===== src/rtl/ivt_pkg.sv =====
package ivt_pkg;

    // Selects the counting direction of the interval counter.
    typedef enum logic {
        CNT_UP   = 1'b0,
        CNT_DOWN = 1'b1
    } cnt_dir_e;

endpackage


===== src/rtl/ivt_arm_seq.sv =====
// Ordered arming chain: go[STAGES-1] first, go[0] last and firing.
module ivt_arm_seq #(
    parameter int STAGES = 1,
    parameter int ST_W   = $clog2(STAGES + 1)
) (
    input  logic              clk,
    input  logic              rst,
    input  logic [STAGES-1:0] go,
    output logic              fire_o,
    output logic [ST_W-1:0]   armed_o
);

    localparam logic [ST_W-1:0] LAST_ST = ST_W'(STAGES - 1);

    typedef struct packed {
        logic [ST_W-1:0] armed;
    } seq_t;

    seq_t seq_q, seq_d;
    logic step_hit;
    logic fire_d;

    // Select the go bit awaited at the current arming level.
    always_comb begin
        step_hit = 1'b0;
        for (int k = 0; k < STAGES; k++) begin
            if (int'(seq_q.armed) == STAGES - 1 - k) begin
                step_hit = go[k];
            end
        end
    end

    always_comb begin
        seq_d  = seq_q;
        fire_d = 1'b0;
        if (step_hit) begin
            if (seq_q.armed == LAST_ST) begin
                fire_d      = 1'b1;
                seq_d.armed = '0;
            end else begin
                seq_d.armed = seq_q.armed + ST_W'(1);
            end
        end
    end

    always_ff @(posedge clk) begin
        if (rst) begin
            seq_q <= '0;
        end else begin
            seq_q <= seq_d;
        end
    end

    assign fire_o  = fire_d;
    assign armed_o = seq_q.armed;

    AST_ARM_RANGE: assert property (@(posedge clk) disable iff (rst)
        seq_q.armed <= LAST_ST);

    AST_FIRE_CLEARS: assert property (@(posedge clk) disable iff (rst)
        fire_o |=> (armed_o == '0));

    AST_ARM_ONE_STEP: assert property (@(posedge clk) disable iff (rst)
        (armed_o != $past(armed_o)) |-> ((armed_o == '0) || (armed_o == ST_W'($past(armed_o) + ST_W'(1)))));

endmodule


===== src/rtl/ivt_count_core.sv =====
// Interval counter: loads on start, steps on enabled cycles, pulses done at the end.
module ivt_count_core
    import ivt_pkg::*;
#(
    parameter int       CW  = 32,
    parameter cnt_dir_e DIR = CNT_UP
) (
    input  logic          clk,
    input  logic          rst,
    input  logic          en,
    input  logic          start,
    input  logic [CW:0]   interval,
    output logic          busy_o,
    output logic          done_o,
    output logic [CW-1:0] ctr_o
);

    localparam logic [CW-1:0] ONE_C = CW'(1);

    typedef struct packed {
        logic          busy;
        logic          done;
        logic [CW-1:0] ctr;
        logic [CW-1:0] last;
    } core_t;

    core_t core_q, core_d;

    logic          iv_zero;
    logic [CW-1:0] iv_last;
    logic [CW-1:0] load_val;
    logic [CW-1:0] step_val;
    logic          at_end;

    assign iv_zero = (interval == '0);
    assign iv_last = CW'(interval - (CW + 1)'(1));

    generate
        if (DIR == CNT_DOWN) begin : g_down
            assign load_val = iv_last;
            assign step_val = core_q.ctr - ONE_C;
            assign at_end   = (core_q.ctr == '0);
        end else begin : g_up
            assign load_val = '0;
            assign step_val = core_q.ctr + ONE_C;
            assign at_end   = (core_q.ctr == core_q.last);

            AST_UP_BOUND: assert property (@(posedge clk) disable iff (rst)
                core_q.busy |-> (core_q.ctr <= core_q.last));
        end
    endgenerate

    always_comb begin
        core_d      = core_q;
        core_d.done = 1'b0;
        if (start) begin
            if (iv_zero) begin
                core_d.busy = 1'b0;
                core_d.done = 1'b1;
            end else begin
                core_d.busy = 1'b1;
                core_d.ctr  = load_val;
                core_d.last = iv_last;
            end
        end else if (en && core_q.busy) begin
            if (at_end) begin
                core_d.busy = 1'b0;
                core_d.done = 1'b1;
            end else begin
                core_d.ctr = step_val;
            end
        end
    end

    always_ff @(posedge clk) begin
        if (rst) begin
            core_q <= '0;
        end else begin
            core_q <= core_d;
        end
    end

    assign busy_o = core_q.busy;
    assign done_o = core_q.done;
    assign ctr_o  = core_q.ctr;

    AST_BUSY_DONE_EXCL: assert property (@(posedge clk) disable iff (rst)
        !(busy_o && done_o));

    AST_START_LOADS: assert property (@(posedge clk) disable iff (rst)
        (start && !iv_zero) |=> (busy_o && !done_o));

    AST_ZERO_ECHO: assert property (@(posedge clk) disable iff (rst)
        (start && iv_zero) |=> (done_o && !busy_o));

    AST_EN_FREEZE: assert property (@(posedge clk) disable iff (rst)
        (busy_o && !en && !start) |=> ($stable(ctr_o) && busy_o && !done_o));

    AST_IDLE_HOLD: assert property (@(posedge clk) disable iff (rst)
        (!busy_o && !start) |=> $stable(ctr_o));

endmodule


===== src/rtl/ivt_timer.sv =====
module ivt_timer
    import ivt_pkg::*;
#(
    parameter int       CNT_W      = 32,
    parameter int       ARM_STAGES = 1,
    parameter cnt_dir_e DIR        = CNT_UP
) (
    input  logic                                clk,
    input  logic                                rst,
    input  logic                                en,
    input  logic [ARM_STAGES-1:0]               go,
    input  logic [CNT_W:0]                      interval,
    output logic                                busy,
    output logic                                done,
    output logic [$clog2(ARM_STAGES+1)-1:0]     trig_state,
    output logic [CNT_W-1:0]                    ctr
);

    localparam int ST_W = $clog2(ARM_STAGES + 1);

    logic fire;

    ivt_arm_seq #(
        .STAGES (ARM_STAGES),
        .ST_W   (ST_W)
    ) u_arm (
        .clk     (clk),
        .rst     (rst),
        .go      (go),
        .fire_o  (fire),
        .armed_o (trig_state)
    );

    ivt_count_core #(
        .CW  (CNT_W),
        .DIR (DIR)
    ) u_core (
        .clk      (clk),
        .rst      (rst),
        .en       (en),
        .start    (fire),
        .interval (interval),
        .busy_o   (busy),
        .done_o   (done),
        .ctr_o    (ctr)
    );

    AST_RESET_IDLE: assert property (@(posedge clk)
        rst |=> (!busy && !done && (trig_state == '0) && (ctr == '0)));

endmodule


===== config.mk =====
export PLATFORM = sky130hd
export DESIGN_NAME = ivt_timer
export DESIGN_NICKNAME = d
export VERILOG_FILES = /design/src/rtl/ivt_pkg.sv /design/src/rtl/ivt_arm_seq.sv /design/src/rtl/ivt_count_core.sv /design/src/rtl/ivt_timer.sv
export SDC_FILE = /design/constraint.sdc
export NUM_CORES = 1
export LEC_CHECK = 0
export BUFFER_PORTS_ARGS = -buffer_cell sky130_fd_sc_hd__buf_4
export CORE_MARGIN = 5
export CORE_UTILIZATION = 53
export CTS_BUF_LIST = sky130_fd_sc_hd__clkbuf_8
export DETAILED_ROUTE_END_ITERATION = 16
export HOLD_SLACK_MARGIN = 0.06
export PLACE_DENSITY_LB_ADDON = 0.3
export SLEW_MARGIN = 10
export SYNTH_ARGS = -nofsm -noshare
export SYNTH_HDL_FRONTEND = slang
export SYNTH_SLANG_ARGS = --single-unit
export TNS_END_PERCENT = 1

===== constraint.sdc =====
create_clock -name clk -period 2.04 [get_ports clk]
set_input_delay 0.204 -clock clk [delete_from_list [all_inputs] [get_ports clk]]
set_output_delay 0.204 -clock clk [all_outputs]
set_load 0.05 [all_outputs]

==> impl_metrics.ini, run 1 <==
[timing]
fmax_ghz = 0.4777
period_minus_slack_ns = 2.094
worst_slack_ns = -0.05352
min_period_over_period = 1.026
fin_skew_ns = 0.01566
setup_viol = 16
slew_viol_final = 0
fin_tns_setup_ns = -0.4566
rsz0062_at_grt = true
hold_viol = 0

[floorplanning]
rows = 33
initial_core_util = 0.5368
core_um2 = 8093
die_area_um2 = 10110
io_pins = 72
fp.dieH_um = 100.5
die_w_um = 100.5

[route]
via_per_inst = 6.256
drt_iter0_drc = 369
drtPass1Iterations = 6
ant_nets = 0
vias = 4711
routed_wirelength_um = 14740
drcViolationCount = 0
wl_per_cell_um = 19.57

[layout]
diodes = 0
nNetsFinal = 683
seq_area_um2 = 1330
layout_common_cells = buf_4 (166), dfxtp_1 (59), xor2_1 (43)
layout_commonest_cell = buf_4
multi_input_area_um2 = 2813
fillers = 581
drive_gt1_frac = 0.4444
area_growth_pct = 36.32
post-route-util = 0.7318

[yosys]
async_flop_share = 0
syn_inst = 518
synthDistinctLibCells = 54
yosysTopAreaCellShare = 0.3041
synthesis.nets = 557
yosys.area.top_type = dfxtp_1
syn_area_um2 = 4344
ys_ff_latch = 66
avgSynthCellArea_um2 = 8.386
synth-edff-count = 0
ys.flop_type = dfxtp_1
seq_area_frac_synth = 0.3041
ys_warn_count = 0
synth.area.top_cells = dfxtp_1 (30%), xor2_1 (9.5%), a211oi_2 (8.4%)

[worst_setup_path]
r2r-start = u_core.ctr_o[6]
critPathLaunchType = flop
path_cells = buf_4 > xor2_1 > nor4_1 > nand4_1 > buf_6 > o21ai_4 > buf_6 > nor2_1 > a221o_1
crit_type = flop to flop
slowest_stage = dfxtp_1
worstPathMaxFanout = 8
max_stage_delay_ns = 0.32
crit_required_ns = 2.29
crit_top_cell = buf_6
endpoint_kind = flop
crit_start = u_core.ctr_o[6]
arrival_ns = 2.34

[clock_network]
clock-sinks = 66
cts_tree = yes
cts_hold_buf = 0
cts_buffers = 9
clkLatencyLatePin_ns = 0.36
cts_buffer_depth = 2
clk_pin_slew_ns = 0.08
cts_root_buf = clkbuf_8
cts_max_level = 3

[run]
maxCapViolations = 0

[placement]
gp_congestion = 1.023
post-dp-hpwl_um = 10010
dpl_worst_slack_ns = -0.2523
io_buffers = 70

[hold_path]
worstHoldPathType = input port to flop
min_from = interval[0]

[global_route]
grt_overflow = 0
grt_pass1_wl_um = 21750
grt_pass1_vias = 4384
grt_start_max_net_pins = 32
antenna_found_initial = 0
grt_use_total = 0.2701

[power_and_ir_drop]
power_density_nw_per_um2 = 538.4
leakagePower_uw = 0.002416
ir_worst_vdd_uv = 310.5

[run_status]
violations = setup timing
status = complete, but fails checks
-- kinds of logic (layout without fill, tap and decap cells) --
kind of cell / count (synthesis) / after routing / share of synthesized area
AOI/OAI and AO/OA: 109 / 109 / 0.2134
DFF: 66 / 66 / 0.3041
adders and majority gates: 2 / 2 / 0.005759
and+or+nand+nor: 206 / 207 / 0.2517
xor gates and xnor gates: 61 / 61 / 0.1230
buffers and inverters: 73 / 202 / 0.1011
other: 1 / 1 / 0.0008632
-- final cells by class --
cell class                      instances  area share
Inverter                               11    0.006972
Clock buffer                           11     0.02557
Multi-Input combinational cell        380      0.4750
Timing Repair Buffer                  176      0.2343
Clock inverter                          4     0.01141
Tap cell                              105     0.02218
Sequential cell                        66      0.2246
-- through the flow --
stage	power [uW]	area, um^2	cells	hold WS, ns
final	3188	5922	753	0.1436
after floorplan	1710	4453	518	0.2964
after detailed placement	1911	5425	727	0.5075
after global placement	1897	5425	727	0.4967
after global routing	3278	5922	753	0.1476
after CTS	3140	5678	745	0.1389
-- cell usage after synthesis, types with 12 or more instances --
cell,number
a211oi_2,29
nand4_1,15
clkbuf_1,18
nor3_1,19
buf_4,34
nor2_1,54
xnor2_1,14
dfxtp_1,66
nand3_1,17
xor2_1,47
a31oi_1,12
nand2_1,31
nor4_1,18
-- power breakdown --
part           internal (uW)  leakage, uW  switching, uW
Combinational            239      0.00175            296
Sequential              1340     0.000544           52.9
Clock                    740     0.000118            520
-- critical path, delay by kind of cell (launching register included) --
| kind | cells | cell delay (ns) |
|---|---|---|
| AOI/OAI and AO/OA | 2 | 0.47 |
| xor gates and xnor gates | 1 | 0.14 |
| buffers and inverters | 3 | 0.50 |
| DFF | 1 | 0.32 |
| and+or+nand+nor | 3 | 0.53 |
-- final timing paths --
path | cells after the start | slack (ns) | endpoint
setup / recovery | 9 | -0.05 | u_core.ctr_o[24]
hold reg to reg | 2 | 0.52 | u_core.core_q[9]
hold / removal | 3 | 0.14 | u_core.core_q[0]
setup reg to reg | 9 | -0.05 | u_core.ctr_o[24]
-- per-layer routing --
layer / wire, um / track usage / vias up
met5: 0 / 0 / -
met4: 800 / 0.1295 / 0
met3: 1512 / 0.05398 / 91
met2: 6780 / 0.4373 / 314
met1: 5644 / 0.3439 / 2180
li1: - / - / 2126
-- sequential cells by signal, summed over array words and instances (netlist names) --
| register | cells |
|---|---|
| u_core.core_q | 32 |
| u_core.ctr_o | 32 |
| u_core.busy_o | 1 |
| u_core.done_o | 1 |
-- repair_timing --
item                       CTS  global route
setup endpoints to repair    8            34
gates cloned                 0             3
buffers inserted             3             5
pin swaps                    0            23
resized for setup            5            43
No activity file was read; power rests on OpenSTA's default activity.
==> run 2, diff against run 1 <==
- REMOVE_ABC_BUFFERS: default -> 1
==> run 2 against run 1 <==
- the flow still finishes with violations (setup timing)
- maximum frequency is 2.1% lower
- utilization fell by 3.0 points
- total power down 6.0%
- global-route usage shrank 0.22 points
- worst setup slack worse by 0.045 ns
- cell area shrank 4.1%
- sequential share of layout area up 0.91 points
- via count shrank 4.3%
- clock power fell by 11%
==> impl_metrics.ini, run 2 (synthesis results as in run 1) <==
[route]
wl_per_cell_um = 18.19
drcViolationCount = 0
routed_wirelength_um = 13620
ant_nets = 0
drtPass1Iterations = 5
via_per_inst = 6.019
vias = 4508
drt_iter0_drc = 332

[worst_setup_path]
critPathLaunchType = flop
path_cells = buf_4 > xor2_2 > nor4_1 > nand4_1 > buf_4 > nor2_1 > buf_4 > o21ai_0 > a31oi_1
r2r_slack_ns = -0.1
crit_type = flop to flop
max_stage_delay_ns = 0.37
arrival_ns = 2.40
crit_top_cell = buf_4
crit_required_ns = 2.30
endpoint_kind = flop
worstPathMaxFanout = 12
slowest_stage = nor4_1

[clock_network]
cts_max_level = 3
clk_pin_slew_ns = 0.08
clock-sinks = 66
clkLatencyLatePin_ns = 0.35
cts_buffer_depth = 2
cts_tree = yes
cts_buffers = 9
cts_root_buf = clkbuf_8

[global_route]
grt_pass1_vias = 4462
grt_overflow = 0
antenna_found_initial = 0
grt_start_max_net_pins = 46
grt_use_total = 0.2679
grt_pass1_wl_um = 21630

[timing]
worst_slack_ns = -0.09853
fmax_ghz = 0.4676
fin_skew_ns = 0.01084
hold_slack_ns = 0.1654
period_minus_slack_ns = 2.139
hold_viol = 0
rsz0062_at_grt = true
min_period_over_period = 1.048
setup_viol = 20
slew_viol_final = 0

[layout]
layout_common_cells = buf_4 (169), dfxtp_1 (61), nor2_1 (54)
layout_commonest_cell = buf_4
post-route-util = 0.7021
area_growth_pct = 30.79
diodes = 0
fillers = 642
multi_input_area_um2 = 2664
seq_area_um2 = 1328
drive_gt1_frac = 0.3789
nNetsFinal = 678

[floorplanning]
rows = 33
fp.dieH_um = 100.5
initial_core_util = 0.5368
core_um2 = 8093
io_pins = 72
die_w_um = 100.5
die_area_um2 = 10110

[hold_path]
worstHoldPathType = input port to flop

[run]
maxCapViolations = 0

[power_and_ir_drop]
power.total_uw = 2996
ir_worst_vdd_uv = 372.6
leakagePower_uw = 0.002366
power_density_nw_per_um2 = 527.4

[run_status]
status = complete, but fails checks
violations = setup timing

[placement]
io_buffers = 70
dpl_worst_slack_ns = -0.3164
post-dp-hpwl_um = 10230
gp_congestion = 0.9947
run 2: path summary, 6_finish.rpt:
kind / startpoint / to / cells past startpoint
worst min register to register: u_core.ctr_o[2] / u_core.ctr_o[2] / 2
worst max-delay path: u_core.ctr_o[8] / u_core.ctr_o[7] / 9
worst min-delay path: interval[0] / u_core.core_q[0] / 3
worst max register to register: u_core.ctr_o[8] / u_core.ctr_o[7] / 9
run 2: cell type report:
cell class              count  share of cell area
clock buffers              11             0.02665
clock inverters             5            0.008148
inverters                  11            0.007267
multi-input cells         379              0.4688
flip-flops and latches     66              0.2336
well taps                 105             0.02312
repair buffers            172              0.2323
run 2: metrics by stage:
| stage | TNS (ns) | instance area [um^2] | std cells |
|---|---|---|---|
| after global routing | -3.432 | 5682 | 749 |
| after global placement | -8.390 | 5350 | 727 |
| after detailed placement | -12.41 | 5350 | 727 |
| after floorplan | -38.06 | 3946 | 456 |
| final | -0.6364 | 5682 | 749 |
| after CTS | -0.01933 | 5562 | 743 |
run 2: layer usage:
| metal | vias up | share of wire | track usage | wire (um) |
|---|---|---|---|---|
| li1 | 2112 | - | - | - |
| met1 | 2159 | 0.41 | 0.3403 | 5523 |
| met2 | 198 | 0.49 | 0.4602 | 6720 |
| met3 | 39 | 0.078 | 0.04567 | 1061 |
| met4 | 0 | 0.023 | 0.08808 | 317 |
| met5 | - | 0 | 0 | 0 |
run 2: worst max-delay path: cells and delay by family (launching register included):
family	cells	cell delay [ns]
AO/OA/AOI/OAI	2	0.36
XOR/XNOR	1	0.15
AND/OR/NAND/NOR	3	0.66
flip-flops	1	0.32
buffers and inverters	3	0.54
run 2: repair_timing:
item / CTS / global route
buffers inserted: 0 / 6
pin swaps: 1 / 10
gates resized for setup: 5 / 19
cloned: 0 / 0
hold buffers: 0 / 0
endpoints found under the setup margin: 10 / 65
run 2: where the power goes:
part / switching [uW] / internal (uW) / total, uW
Clock: 499 / 617 / 1120
Combinational: 275 / 220 / 495
Sequential: 44.9 / 1340 / 1390
Total: 820 / 2180 / 3000
==> run 3, diff against run 2 <==
- SETUP_SLACK_MARGIN: default -> 0.1
==> run 3 against run 2 <==
- the flow still finishes with violations (setup timing)
- cell area up 1.8%
- combinational power up 2%
- register-to-register slack about the same
==> impl_metrics.ini, run 3 (synthesis results as in run 1) <==
[layout]
nNetsFinal = 680
layout_common_cells = buf_4 (165), dfxtp_1 (58), nor2_1 (53)
layout_commonest_cell = buf_4
drive_gt1_frac = 0.3963
finish.instance_area_um2 = 5786
diodes = 0
area_growth_pct = 33.18
multi_input_area_um2 = 2724
seq_area_um2 = 1334
fillers = 618

[route]
routed_wirelength_um = 13940
drtPass1Iterations = 6
wl_per_cell_um = 18.56
drcViolationCount = 0
vias = 4606
ant_nets = 0
drt_iter0_drc = 301
via_per_inst = 6.133

[power_and_ir_drop]
switching_share = 0.2749
clkPwrFrac = 0.371
seqPwrFrac = 0.461
ir_worst_vdd_uv = 387.0
internal-power_uw = 2179
pwr-share-comb = 0.168
power_density_nw_per_um2 = 519.5
switchingPower_uw = 826.3
leakagePower_uw = 0.002421

[floorplanning]
core_um2 = 8093
io_pins = 72
rows = 33
fp.dieH_um = 100.5
initial_core_util = 0.5368
die_w_um = 100.5
die_area_um2 = 10110

[placement]
gp_congestion = 0.9947
dpl_cell_area_um2 = 5350
io_buffers = 70
post-dp-hpwl_um = 10230

[global_route]
grt_overflow = 0
grt_pass1_vias = 4511
grt-busiest-layer = met2
grt_use_met2 = 0.4699
use_met3 = 0.04844
antenna_found_initial = 0
grt_pass1_wl_um = 21990
met1_usage = 0.3434
grt_start_max_net_pins = 46
grt_use_total = 0.2730

[clock_network]
clk_pin_slew_ns = 0.07
cts_buffer_depth = 2
cts_tree = yes
cts_max_level = 3
clkLatencyLatePin_ns = 0.35
clock-sinks = 66
cts_root_buf = clkbuf_8
cts_buffers = 9
cts_hold_buf = 0

[timing]
slew_viol_final = 0
worst_slack_ns = -0.09150
hold_slack_ns = 0.1619
min_period_over_period = 1.045
rsz0062_at_grt = true
fin_tns_setup_ns = -0.7212
fmax_ghz = 0.4692
fin_skew_ns = 0.01028
period_minus_slack_ns = 2.132
setup_viol = 18
hold_viol = 0

[hold_path]
worstHoldPathType = input port to flop

[run_status]
status = complete, but fails checks
violations = setup timing

[worst_setup_path]
critPathLaunchType = flop
crit_required_ns = 2.28
crit_type = flop to flop
endpoint_kind = flop
arrival_ns = 2.37
worstPathMaxFanout = 7

[run]
maxCapViolations = 0
-- run 3: through the flow --
stage	worst slack [ns]	total power, uW	util	cells
2_1_floorplan	-0.9314	1641	-	456
3_3_place_gp	-0.2123	1868	0.6611	727
3_5_place_dp	-0.3164	1888	0.6611	727
4_1_cts	0.05115	2983	0.6967	748
5_1_grt	-0.06106	3099	0.7149	751
6_report	-0.09150	3005	0.7149	751
-- run 3: what timing repair did --
item	in CTS	in global routing
resized for setup	14	30
pin swaps	9	12
setup buffers	5	3
endpoints found under the setup margin	38	64
endpoints found under the hold margin	0	0
-- run 3: per-layer routing --
metal,part of all wire,vias up,routed length (um)
met5,0,-,0
met4,0.027,0,376
met3,0.076,46,1058
met2,0.49,256,6877
met1,0.40,2198,5625
li1,-,2106,-
-- run 3: path summary, 6_finish.rpt --
kind	from	endpoint	slack (ns)	cells past startpoint
setup / recovery	u_core.ctr_o[17]	u_core.ctr_o[24]	-0.09	8
hold / removal	interval[0]	u_core.core_q[0]	0.16	3
setup reg to reg	u_core.ctr_o[17]	u_core.ctr_o[24]	-0.09	8
hold reg to reg	u_core.ctr_o[19]	u_core.ctr_o[19]	0.51	1
-- run 3: critical path, cell delays in order, from the launching register on --
cell	delay, ns
dfxtp_1	0.49
xor2_1	0.12
nor4_1	0.38
nand4_1	0.18
buf_6	0.19
o21ai_4	0.16
buf_6	0.15
nor2_1	0.05
a221o_1	0.29
-- run 3: final cells by class --
cell class,count,share of cell area
clock inverters,5,0.008002
multi-input cells,379,0.4708
clock buffers,11,0.02617
repair buffers,174,0.2346
inverters,11,0.007137
well taps,105,0.02271
flip-flops and latches,66,0.2305
-- run 3: power groups by stage --
stage	clock network, uW	registers (uW)	logic (uW)
final	1120	1390	504
after global routing	1170	1390	538
after CTS	1120	1380	484
after detailed placement	0	1410	476
after global placement	0	1410	460
after floorplan	0	1420	217
